===== src/rtl/smul_pkg.sv =====
package smul_pkg;
  typedef enum logic [1:0] {
    ST_IDLE = 2'd0,
    ST_SCAN = 2'd1,
    ST_WAIT = 2'd2
  } smul_state_e;
endpackage


===== src/rtl/smul_scalar.sv =====
module smul_scalar #(
  parameter int KW = 12
) (
  input  logic          clk,
  input  logic          rst,
  input  logic          load,
  input  logic          force_zero,
  input  logic [KW-1:0] k_in,
  input  logic          shift,
  output logic          cur_bit,
  output logic          upper_nz,
  output logic          all_zero
);
  logic [KW-1:0] sreg;

  always_ff @(posedge clk) begin
    if (rst) begin
      sreg <= '0;
    end else if (load) begin
      sreg <= force_zero ? '0 : k_in;
    end else if (shift) begin
      sreg <= {1'b0, sreg[KW-1:1]};
    end
  end

  assign cur_bit  = sreg[0];
  assign upper_nz = |sreg[KW-1:1];
  assign all_zero = (sreg == '0);
endmodule


===== src/rtl/smul_ptreg.sv =====
module smul_ptreg #(
  parameter int FW = 16
) (
  input  logic          clk,
  input  logic          rst,
  input  logic          set_inf,
  input  logic          load,
  input  logic [FW-1:0] d_x,
  input  logic [FW-1:0] d_y,
  input  logic          d_inf,
  output logic [FW-1:0] x,
  output logic [FW-1:0] y,
  output logic          inf
);
  always_ff @(posedge clk) begin
    if (rst) begin
      x   <= '0;
      y   <= '0;
      inf <= 1'b1;
    end else if (set_inf) begin
      x   <= '0;
      y   <= '0;
      inf <= 1'b1;
    end else if (load) begin
      x   <= d_x;
      y   <= d_y;
      inf <= d_inf;
    end
  end
endmodule


===== src/rtl/smul_seq.sv =====
module smul_seq
  import smul_pkg::*;
(
  input  logic clk,
  input  logic rst,
  input  logic start,
  input  logic all_zero,
  input  logic cur_bit,
  input  logic upper_nz,
  input  logic q_inf,
  input  logic r_inf,
  input  logic add_done,
  input  logic dbl_done,
  output logic accept,
  output logic shift,
  output logic q_load,
  output logic q_sel_add,
  output logic r_load,
  output logic add_go,
  output logic dbl_go,
  output logic busy,
  output logic done
);
  smul_state_e state;
  logic pend_add, pend_dbl, pend_copy;
  logic got_add, got_dbl;
  logic need_add, need_dbl, need_copy;
  logic fin_add, fin_dbl, step_end;

  always_comb begin
    need_add  = cur_bit && !q_inf && !r_inf;
    need_copy = cur_bit && q_inf && !r_inf;
    need_dbl  = upper_nz && !r_inf;
    fin_add   = !pend_add || got_add || add_done;
    fin_dbl   = !pend_dbl || got_dbl || dbl_done;
    step_end  = (state == ST_WAIT) && fin_add && fin_dbl;
  end

  always_comb begin
    accept    = (state == ST_IDLE) && start;
    shift     = 1'b0;
    q_load    = 1'b0;
    q_sel_add = 1'b0;
    r_load    = 1'b0;
    if (state == ST_SCAN && !all_zero && !need_add && !need_dbl) begin
      shift  = 1'b1;
      q_load = need_copy;
    end else if (step_end) begin
      shift     = 1'b1;
      q_load    = pend_add || pend_copy;
      q_sel_add = pend_add;
      r_load    = pend_dbl;
    end
  end

  always_ff @(posedge clk) begin
    if (rst) begin
      state     <= ST_IDLE;
      pend_add  <= 1'b0;
      pend_dbl  <= 1'b0;
      pend_copy <= 1'b0;
      got_add   <= 1'b0;
      got_dbl   <= 1'b0;
      add_go    <= 1'b0;
      dbl_go    <= 1'b0;
      done      <= 1'b0;
    end else begin
      add_go <= 1'b0;
      dbl_go <= 1'b0;
      done   <= 1'b0;
      case (state)
        ST_IDLE: begin
          if (start) state <= ST_SCAN;
        end
        ST_SCAN: begin
          if (all_zero) begin
            done  <= 1'b1;
            state <= ST_IDLE;
          end else if (need_add || need_dbl) begin
            add_go    <= need_add;
            dbl_go    <= need_dbl;
            pend_add  <= need_add;
            pend_dbl  <= need_dbl;
            pend_copy <= need_copy;
            got_add   <= 1'b0;
            got_dbl   <= 1'b0;
            state     <= ST_WAIT;
          end
        end
        ST_WAIT: begin
          if (step_end) begin
            state <= ST_SCAN;
          end else begin
            got_add <= got_add || add_done;
            got_dbl <= got_dbl || dbl_done;
          end
        end
        default: state <= ST_IDLE;
      endcase
    end
  end

  assign busy = (state != ST_IDLE);
endmodule


===== src/rtl/smul_ctrl.sv =====
module smul_ctrl #(
  parameter int KW = 12,
  parameter int FW = 16
) (
  input  logic          clk,
  input  logic          rst,
  input  logic          start,
  input  logic [KW-1:0] k,
  input  logic [FW-1:0] px,
  input  logic [FW-1:0] py,
  input  logic          p_inf,
  output logic          busy,
  output logic          done,
  output logic [FW-1:0] qx,
  output logic [FW-1:0] qy,
  output logic          q_inf,
  output logic          add_go,
  output logic [FW-1:0] add_ax,
  output logic [FW-1:0] add_ay,
  output logic          add_a_inf,
  output logic [FW-1:0] add_bx,
  output logic [FW-1:0] add_by,
  output logic          add_b_inf,
  input  logic          add_done,
  input  logic [FW-1:0] add_rx,
  input  logic [FW-1:0] add_ry,
  input  logic          add_r_inf,
  output logic          dbl_go,
  output logic [FW-1:0] dbl_x,
  output logic [FW-1:0] dbl_y,
  output logic          dbl_inf,
  input  logic          dbl_done,
  input  logic [FW-1:0] dbl_rx,
  input  logic [FW-1:0] dbl_ry,
  input  logic          dbl_r_inf
);
  logic accept, shift, q_load, q_sel_add, r_load;
  logic cur_bit, upper_nz, all_zero;
  logic [FW-1:0] rx, ry;
  logic r_inf;
  logic [FW-1:0] qd_x, qd_y, rd_x, rd_y;
  logic qd_inf, rd_inf, r_wr;

  smul_scalar #(.KW(KW)) u_scalar (
    .clk(clk), .rst(rst), .load(accept), .force_zero(p_inf), .k_in(k),
    .shift(shift), .cur_bit(cur_bit), .upper_nz(upper_nz), .all_zero(all_zero)
  );

  smul_seq u_seq (
    .clk(clk), .rst(rst), .start(start), .all_zero(all_zero), .cur_bit(cur_bit),
    .upper_nz(upper_nz), .q_inf(q_inf), .r_inf(r_inf), .add_done(add_done),
    .dbl_done(dbl_done), .accept(accept), .shift(shift), .q_load(q_load),
    .q_sel_add(q_sel_add), .r_load(r_load), .add_go(add_go), .dbl_go(dbl_go),
    .busy(busy), .done(done)
  );

  always_comb begin
    qd_x   = q_sel_add ? add_rx    : rx;
    qd_y   = q_sel_add ? add_ry    : ry;
    qd_inf = q_sel_add ? add_r_inf : r_inf;
    rd_x   = accept ? px    : dbl_rx;
    rd_y   = accept ? py    : dbl_ry;
    rd_inf = accept ? p_inf : dbl_r_inf;
    r_wr   = accept || r_load;
  end

  smul_ptreg #(.FW(FW)) u_acc (
    .clk(clk), .rst(rst), .set_inf(accept), .load(q_load),
    .d_x(qd_x), .d_y(qd_y), .d_inf(qd_inf), .x(qx), .y(qy), .inf(q_inf)
  );

  smul_ptreg #(.FW(FW)) u_run (
    .clk(clk), .rst(rst), .set_inf(1'b0), .load(r_wr),
    .d_x(rd_x), .d_y(rd_y), .d_inf(rd_inf), .x(rx), .y(ry), .inf(r_inf)
  );

  assign add_ax    = qx;
  assign add_ay    = qy;
  assign add_a_inf = q_inf;
  assign add_bx    = rx;
  assign add_by    = ry;
  assign add_b_inf = r_inf;
  assign dbl_x     = rx;
  assign dbl_y     = ry;
  assign dbl_inf   = r_inf;
endmodule


===== config.mk =====
export PLATFORM = sky130hd
export DESIGN_NAME = smul_ctrl
export DESIGN_NICKNAME = d
export VERILOG_FILES = /design/src/rtl/smul_pkg.sv /design/src/rtl/smul_scalar.sv /design/src/rtl/smul_ptreg.sv /design/src/rtl/smul_seq.sv /design/src/rtl/smul_ctrl.sv
export SDC_FILE = /design/constraint.sdc
export NUM_CORES = 1
export LEC_CHECK = 0
export BUFFER_PORTS_ARGS = -buffer_cell sky130_fd_sc_hd__buf_2
export CAP_MARGIN = 15
export CORE_UTILIZATION = 45
export DETAILED_ROUTE_END_ITERATION = 8
export GPL_TIMING_DRIVEN = 1
export PLACE_DENSITY_LB_ADDON = 0.08
export SYNTH_ARGS = -nofsm -noshare
export SYNTH_HDL_FRONTEND = slang
export SYNTH_SLANG_ARGS = --single-unit

===== constraint.sdc =====
create_clock -name clk -period 2.7 [get_ports clk]
set_clock_uncertainty 0.1 [all_clocks]
set_input_delay 0.135 -clock clk [delete_from_list [all_inputs] [get_ports clk]]
set_output_delay 0.135 -clock clk [all_outputs]
set_load 0.05 [all_outputs]

== After elaboration in Yosys (flattened, before gate mapping) ==
Cells that the tools add are included.
Storage, ports and cells
  output and inout port bits: 136
  logic and storage cells: 95
  register bits: 88
  input bits: 116
Cells by class
  eq/ne operators: 8
  multiplexer cells: 29
  bitwise operators: 3
  reduce and logical (&&, ||, !) cells: 39
Operators with widths (number)
  $mux W16: 4
  $mux W12: 3
  $mux W1: 15
  $logic_not A12 Y1: 1
  $logic_and A1 B1 Y1: 11
  $reduce_or A11 Y1: 1
  $logic_or A1 B1 Y1: 9
  $mux W2: 4
  $ne A2 B2 Y1 const B: 4
  $logic_not A1 Y1: 7
  $pmux W2 S3: 1
  $reduce_and A3 Y1: 2
  $reduce_bool A2 Y1: 3
  $pmux W1 S2: 2
  $reduce_and A4 Y1: 1
  $reduce_or A2 Y1: 2
  $reduce_or A4 Y1: 1
  $ne A3 B2 Y1 const B: 1
  $not A1 Y1: 3
  $eq A2 B1 Y1 const B: 1
  $eq A2 B2 Y1 const B: 1
  $logic_not A2 Y1: 1
  $ne A2 B1 Y1 const B: 1

== Logic depth before layout (Yosys ltp) ==
Gate-level depths: netlist (run 1).
  word-level depth: 9
  gate-level depth with buffers: 7
  mapped depth without buffers: 5

== Cells and area by module ==
A second synthesis (run 1) with hierarchy kept.
Unflattened totals
  cells, all modules: 485
  area total of the unflattened synthesis: 5270.1 um^2
Modules (own cells, without submodules)
  smul_ptreg: sequential area each 660.6 um^2, instances 2, cells each 108, area each 1204.9 um^2
  smul_ctrl: sequential area each 0.0 um^2, instances 1, cells each 142, area each 1612.8 um^2
  smul_scalar: sequential area each 240.2 um^2, instances 1, cells each 71, area each 730.7 um^2
  smul_seq: sequential area each 200.2 um^2, instances 1, cells each 56, area each 516.7 um^2

== Worst setup path after synthesis (run 1) ==
No wires, ideal clock.
  path type: register to register
  from: reg u_acc.inf
  to: reg u_acc.x[10]
  stages on the path, launching flop included: 8
  buffers on the path: 2
  period minus slack after synthesis: 2.091 ns
  arrival: 1.905 ns
  required time: 2.514 ns
  setup time: 0.086 ns
  path slack: 0.609 ns
  cells stage by stage: dfxtp_1 > nand2_1 > or3_1 > o21bai_1 > buf_2 > buf_2 > nor2_1 > a211oi_1
Between the ends
  cells in the longest elaborated chain, start to end: 8
  elaborated cells between the ends (all ways): 11
  those cells by class: mux (3); reduce/logical (8)
RTL lines
  start, declared: RTL line smul_ptreg.sv:13  | output logic inf
  start signal, assigned: RTL line smul_ptreg.sv:27  | inf <= d_inf;
  $logic_not A1 Y1: RTL line smul_seq.sv:31  | need_add = cur_bit && !q_inf && !r_inf;
  $logic_and A1 B1 Y1 (2 in series): RTL line smul_seq.sv:31
  $logic_not A1 Y1: RTL line smul_seq.sv:45  | if (state == ST_SCAN && !all_zero && !need_add && !need_dbl) begin
  $logic_and A1 B1 Y1 (2 in series): RTL line smul_seq.sv:45
  $mux W1: RTL line smul_seq.sv:45
  $mux W16: RTL line smul_ctrl.sv:58  | qd_x = q_sel_add ? add_rx : rx;
  end signal, assigned: RTL line smul_ptreg.sv:17  | x <= '0;
  end signal, assigned: RTL line smul_ptreg.sv:21  | x <= '0;
  end signal, assigned: RTL line smul_ptreg.sv:25  | x <= d_x;
  end, declared: RTL line smul_ptreg.sv:11  | output logic [FW-1:0] x,
Several ways; a longest one is shown, not always the timed one.
A chain may end at the register's enable or synchronous reset.

== Final worst setup path (run 1) ==
  from: reg u_scalar.sreg[3]
  to: reg u_scalar.sreg[1]
Between the ends
  cells in the longest elaborated chain, start to end: 7
  elaborated cells between the ends (all ways): 10
  those cells by class: mux (1); reduce/logical (9)
RTL lines
  start, declared: RTL line smul_scalar.sv:14  | logic [KW-1:0] sreg;
  start signal, assigned: RTL line smul_scalar.sv:20  | sreg <= force_zero ? '0 : k_in;
  start signal, assigned: RTL line smul_scalar.sv:22  | sreg <= {1'b0, sreg[KW-1:1]};
  $logic_not A12 Y1: RTL line smul_scalar.sv:28  | assign all_zero = (sreg == '0);
  $logic_not A1 Y1: RTL line smul_seq.sv:45
  $logic_and A1 B1 Y1 (2 in series): RTL line smul_seq.sv:45
  $logic_and A1 B1 Y1 *: RTL line smul_seq.sv:45
  $mux W1 *: RTL line smul_seq.sv:45
  $reduce_bool A2 Y1 (no line) *
Every way passes the cells marked *; elsewhere a longest branch is shown, timed or not.

==> impl_metrics.csv, run 1 <==
group,metric,value,unit
run_status,status,"completed",
floorplan,num_io_pins,252,
clocking,clk_latency,0.35,ns
placed_design,dp_hpwl,8930,µm
worst_setup_path,cp_max_fo,12,
clocking,htreeDepth,3,
worst_setup_path,startpoint_type,"register",
synth,synth_fp_nets,618,
synth,synth_warnings,0,
sta,slew_headroom,24.4,%
final_layout,utilization,57.1,%
detailed_routing,first_iter_violations,58,
synth,synthCells,502,
clocking,cts_tree,"done",
sta,fin_ws,0.197,ns
clocking,cts_buffers,9,
grt,grt_pass1_wl,17800,µm
floorplan,dieArea,10400,µm²
worst_setup_path,critical_path_class,"reg -> reg",
sta,min_period,2.50,ns
sta,rsz0062_at_grt,"false",
synth,synthArstFlopShare,0,%
clocking,clock-sinks,88,
worst_setup_path,cp.arrival,2.66,ns
sta,whs,0.0241,ns
grt,antenna_found_initial,0,
worst_setup_path,timing.rr.end,"u_scalar.sreg[1]$_SDFFE_PP0P_",
min_path,holdCritStartpoint,"dbl_rx[4]",
worst_setup_path,timing.rr.start,"u_scalar.sreg[3]$_SDFFE_PP0P_",
worst_setup_path,rrSetupSlack,0.20,ns
detailed_routing,routedWlPerCell,14.9,µm
detailed_routing,drc,0,
synth,avgSynthCellArea,9.00,µm²
synth,ys_ff_latch,88,
detailed_routing,viasPerCell,5.04,
min_path,min_to,"u_run.x[4]$_SDFFE_PP0P_",
grt,grt_max_degree,67,
power,p_leak,2.57,nW
grt,grt_busiest_layer,"met2",
synth,synth.distinct_cells,35,
placed_design,place_ws,0.234,ns
final_layout,antenna_cells,0,
worst_setup_path,worstSetupEndpointType,"register",
sta,setup_viol,0,
clocking,cts.clk_slew.worst_paths,0.08,ns
min_path,hold_depth,3,
detailed_routing,drtAntennaViolNets,0,
synth,yosysSeqAreaShare,39.0,%
floorplan,core,9730,µm²
floorplan,row_count,36,
synth,synth_flop_cell,"dfxtp_1",
grt,use_met2,38.3,%
detailed_routing,drt-total-wl,12100,µm
final_layout,drive_gt1_share,42.9,%
sta,drv_slew,0,
final_layout,layout_commonest_cell,"buf_2",
placed_design,place.gp.congestion,0.804,
job,maxCapViolCount,0,
grt,grt_util_met1,28.2,%
final_layout,layout_common_cells,"251 x buf_2, 88 x dfxtp_1, 74 x nor2_1, 66 x a211oi_1, 65 x mux2i_1",
min_path,worstHoldPathType,"in -> reg",
placed_design,port_buffers,251,
synth,synth_area,4520,µm²
detailed_routing,drt_pass1_iterations,4,
sta,post-route-period-util,92.7,%
worst_setup_path,critPathSlowestCell,"or3_1",
grt,grt_overflow,0,
sta,tightest_slew,1.13,ns
floorplan,die_x,102,µm
power,ir_worst_vdd,274,µV
grt,grtUsageMet3,3.42,%
sta,fin_tns_setup,0,ns
sta,hold_violations,0,
clocking,cts_max_path_buffers,2,
worst_setup_path,reg2regPathDepth,5,
detailed_routing,vias,4068,
floorplan,start_util,46.4,%
power,power_density,621,nW/µm²
final_layout,nNetsFinal,787,
synth,synth-edff-count,0,
final_layout,syn_to_final_growth,23.0,%
grt,grt_pass1_vias,3515,
worst_setup_path,required,2.86,ns
clocking,root_buffer,"clkbuf_8",
floorplan,die_h,102,µm
worst_setup_path,crit_chain,"nor4_2 > nand3_1 > or3_1 > and2_1 > o31ai_1",
grt,grt.total_usage,22.3,%
worst_setup_path,cpPeakStageDelay,0.62,ns
sta,timing.fmax,0.399,GHz
-- worst max-delay path, delay by kind of cell (launching register included) --
family	cells	cell delay, ns
simple gates	4	1.65
flops	1	0.34
compound gates	1	0.32
-- what timing repair did --
action,4_1_cts,5_1_grt
endpoints found under the hold margin,3,0
hold buffers,3,0
setup buffers,0,0
gates resized for setup,0,0
-- layer usage --
layer | part of all wire (%) | wire length, µm | vias up
li1 | - | - | 2064
met1 | 44 | 5300 | 1826
met2 | 48 | 5810 | 164
met3 | 6.3 | 763 | 14
met4 | 1.6 | 189 | 0
met5 | 0 | 0 | -
-- synthesized netlist by cell type, drive strengths merged, types with 3 or more instances --
| cell type | n | area [µm²] |
|---|---|---|
| buf | 83 | 586 |
| nor2 | 75 | 284 |
| a211oi | 66 | 495 |
| nor3b | 3 | 22.5 |
| dfxtp | 88 | 1760 |
| nand4b | 10 | 87.6 |
| nand2 | 7 | 26.3 |
| o21ai | 26 | 130 |
| a21oi | 5 | 25.0 |
| mux2i | 65 | 651 |
| nand2b | 4 | 25.0 |
| clkbuf | 22 | 82.6 |
| o31ai | 10 | 120 |
| nor3 | 4 | 20.0 |
| nor4 | 4 | 37.5 |
| or3 | 3 | 18.8 |
| inv | 14 | 52.6 |
-- cell families after synthesis --
| logic type | synth area share, % |
|---|---|
| buf+inv | 16.0 |
| compound gates | 17.9 |
| mux | 14.7 |
| simple gates | 12.5 |
| flops | 39.0 |
-- sequential cells by signal, indices dropped and copies added (netlist names), 2 cells and up --
register       cells
u_scalar.sreg     12
u_acc.x           16
u_run.x           16
u_acc.y           16
u_seq.state        2
u_run.y           16
-- layout make-up --
type | instances | area (µm²)
clock buffers | 13 | 149
clock inverters | 1 | 5.00
fillers | 964 | 4170
inverters | 14 | 52.6
multi-input cells | 295 | 2060
flip-flops and latches | 88 | 1760
well taps | 133 | 166
repair buffers | 263 | 1370
-- worst max path at each step --
| stage | cells after the start | start | endpoint |
|---|---|---|---|
| 6_report | 5 | u_scalar.sreg[3]$_SDFFE_PP0P_ | u_scalar.sreg[1]$_SDFFE_PP0P_ |
| 3_5_place_dp | 5 | u_scalar.sreg[3]$_SDFFE_PP0P_ | u_scalar.sreg[1]$_SDFFE_PP0P_ |
| 4_1_cts | 5 | u_scalar.sreg[3]$_SDFFE_PP0P_ | u_scalar.sreg[1]$_SDFFE_PP0P_ |
| 5_1_grt | 5 | u_scalar.sreg[3]$_SDFFE_PP0P_ | u_scalar.sreg[1]$_SDFFE_PP0P_ |
| 2_1_floorplan | 7 | u_acc.inf$_SDFFE_PP1P_ | u_acc.x[10]$_SDFFE_PP0P_ |
| 3_3_place_gp | 5 | u_scalar.sreg[7]$_SDFFE_PP0P_ | u_scalar.sreg[1]$_SDFFE_PP0P_ |
-- per-stage QoR --
stage | area (µm²) | total power, mW | std cells
2_1_floorplan | 4520 | 2.47 | 502
3_3_place_gp | 5370 | 2.69 | 790
3_5_place_dp | 5370 | 2.70 | 790
4_1_cts | 5560 | 3.48 | 807
5_1_grt | 5560 | 3.63 | 807
6_report | 5560 | 3.45 | 807
-- power by group --
part / switching [mW] / leakage (nW) / internal (mW)
Sequential: 0.0951 / 0.719 / 1.40
Clock: 0.431 / 0.0794 / 0.350
Combinational: 0.840 / 1.77 / 0.340
Note: power is estimated with default switching activity, not from simulation.
==> run 2, diff against run 1 <==
Settings changed: CTS_CLUSTER_DIAMETER set to 50, PLACE_DENSITY set to 0.81, PLACE_DENSITY_LB_ADDON 0.08 to unset.
==> impl_metrics.csv, run 2 (same netlist as run 1, synthesis figures left out) <==
group,metric,value,unit
run_status,status,"completed",
sta,timing.fmax,0.421,GHz
clocking,cts_max_path_buffers,2,
grt,antenna_found_initial,0,
detailed_routing,drtAntennaViolNets,0,
sta,drv_slew,0,
sta,setup_viol,0,
detailed_routing,routedWlPerCell,15.2,µm
worst_setup_path,crit_cells,6,
detailed_routing,drc,0,
sta,hold_violations,0,
floorplan,core,9730,µm²
final_layout,nNetsFinal,791,
floorplan,row_count,36,
final_layout,antenna_cells,0,
detailed_routing,drt_pass1_iterations,6,
placed_design,place.gp.congestion,0.895,
worst_setup_path,required,2.85,ns
clocking,htreeDepth,3,
final_layout,multiInputGateArea,2060,µm²
worst_setup_path,timing.rr.end,"u_acc.y[1]$_SDFFE_PP0P_",
worst_setup_path,cp.buffers_inverters,1,
grt,grt.total_usage,21.9,%
worst_setup_path,rrSetupSlack,0.33,ns
final_layout,layout_commonest_cell,"buf_2",
worst_setup_path,critPathSlowestCell,"o21bai_4",
grt,grt_overflow,0,
worst_setup_path,cp.arrival,2.53,ns
sta,post-route-period-util,88.0,%
clocking,cts_setup_buffers,0,
worst_setup_path,cp_max_fo,34,
sta,tightest_slew,0.731,ns
power,design_power_total,3.56,mW
worst_setup_path,worstSetupEndpointType,"register",
power,p_leak,2.61,nW
grt,grt_pass1_wl,17600,µm
final_layout,syn_to_final_growth,24.9,%
min_path,worstHoldPathType,"in -> reg",
worst_setup_path,critPathCapture,"u_acc.y[1]$_SDFFE_PP0P_",
detailed_routing,first_iter_violations,139,
clocking,cts_tree,"done",
worst_setup_path,timing.rr.start,"u_scalar.sreg[7]$_SDFFE_PP0P_",
detailed_routing,viasPerCell,5.16,
final_layout,regArea,1760,µm²
clocking,clk_latency,0.35,ns
worst_setup_path,cpPeakStageDelay,0.67,ns
grt,grt_max_degree,67,
final_layout,fillers,878,
final_layout,layout_common_cells,"251 x buf_2, 88 x dfxtp_1, 74 x nor2_1, 66 x a211oi_1, 65 x mux2i_1",
final_layout,drive_gt1_share,43.7,%
clocking,clock-sinks,88,
power,ir_worst_vdd,318,µV
worst_setup_path,startpoint,"u_scalar.sreg[7]$_SDFFE_PP0P_",
worst_setup_path,startpoint_type,"register",
sta,rsz0062_at_grt,"false",
floorplan,die_h,102,µm
sta,slew_headroom,51.2,%
floorplan,die_x,102,µm
floorplan,num_io_pins,252,
worst_setup_path,critical_path_class,"reg -> reg",
grt,grt_pass1_vias,3628,
worst_setup_path,crit_chain,"nor4_2 > nand3_1 > o21bai_4 > buf_12 > nor2_1 > a211oi_1",
clocking,cts.clk_slew.worst_paths,0.09,ns
floorplan,dieArea,10400,µm²
worst_setup_path,reg2regPathDepth,6,
sta,fin_tns_setup,0,ns
sta,min_period,2.37,ns
floorplan,start_util,46.4,%
job,maxCapViolCount,0,
detailed_routing,vias,4197,
clocking,root_buffer,"clkbuf_8",
power,power_density,631,nW/µm²
placed_design,port_buffers,251,
clocking,cts_buffers,9,
placed_design,dp_hpwl,9070,µm
clocking,cts_resized,0,
sta,whs,0.0158,ns
detailed_routing,drt-total-wl,12300,µm
worst_setup_path,cp_top_family,"compound AO/OA/AOI/OAI gates",
-- run 2: cell types whose count changed in the layout (fill, tap and decap cells not counted) --
cell | previous run | this run
clkbuf_1 | 3 | 0
buf_12 | 1 | 3
clkinvlp_4 | 0 | 2
inv_6 | 0 | 2
buf_4 | 8 | 9
clkinv_2 | 1 | 2
dlygate4sd3_1 | 3 | 4
-- run 2: layout make-up --
cell class	count	share of cell area (%)
Inverter	14	0.931
Clock inverter	6	0.754
Clock buffer	10	2.44
Multi-Input combinational cell	295	36.5
Timing Repair Buffer	267	25.2
Tap cell	133	2.95
Sequential cell	88	31.2
-- run 2: worst min path at each step --
stage,endpoint,start,cells after the start,slack [ns]
after floorplan,u_scalar.sreg[11]$_SDFFE_PP0P_,k[11],2,0.17
after global placement,u_scalar.sreg[11]$_SDFFE_PP0P_,k[11],3,0.26
after CTS,u_run.x[10]$_SDFFE_PP0P_,dbl_rx[10],3,0.003
final,u_run.x[10]$_SDFFE_PP0P_,dbl_rx[10],3,0.02
after global routing,u_run.x[6]$_SDFFE_PP0P_,px[6],3,0.003
after detailed placement,u_scalar.sreg[11]$_SDFFE_PP0P_,k[11],3,0.27
-- run 2: per-layer routing --
layer | share of wire [%] | vias up | routed length [µm] | track usage [%]
met5 | 0 | - | 0 | 0
met4 | 1.3 | 0 | 162 | 6.70
met3 | 5.3 | 11 | 654 | 3.08
met2 | 51 | 183 | 6320 | 40.0
met1 | 42 | 1942 | 5210 | 26.4
li1 | - | 2061 | - | -
-- run 2: per-stage QoR --
step           instances  utilization (%)  cell area (µm²)  setup WS [ns]
2_1_floorplan        502                -             4520          0.609
3_3_place_gp         792             55.5             5400          0.477
3_5_place_dp         792             55.5             5400          0.368
4_1_cts              811             57.7             5610          0.324
5_1_grt              813             58.0             5640         0.0462
6_report             813             58.0             5640          0.325
-- run 2: where the power goes --
group	internal (mW)	switching [mW]
registers	1.40	0.0973
logic	0.365	0.854
clock network	0.363	0.485
-- run 2: worst reg2reg max path, cell delays in order, from the launching register on --
cell and delay [ns]:
dfxtp_1 0.34, nor4_2 0.34, nand3_1 0.27, o21bai_4 0.67, buf_12 0.28, nor2_1 0.07
a211oi_1 0.22
-- run 2: timing repair --
| item | 4_1_cts | 5_1_grt |
|---|---|---|
| hold buffers | 3 | 1 |
| hold endpoints to repair | 3 | 1 |
| setup endpoints to repair | 0 | 0 |
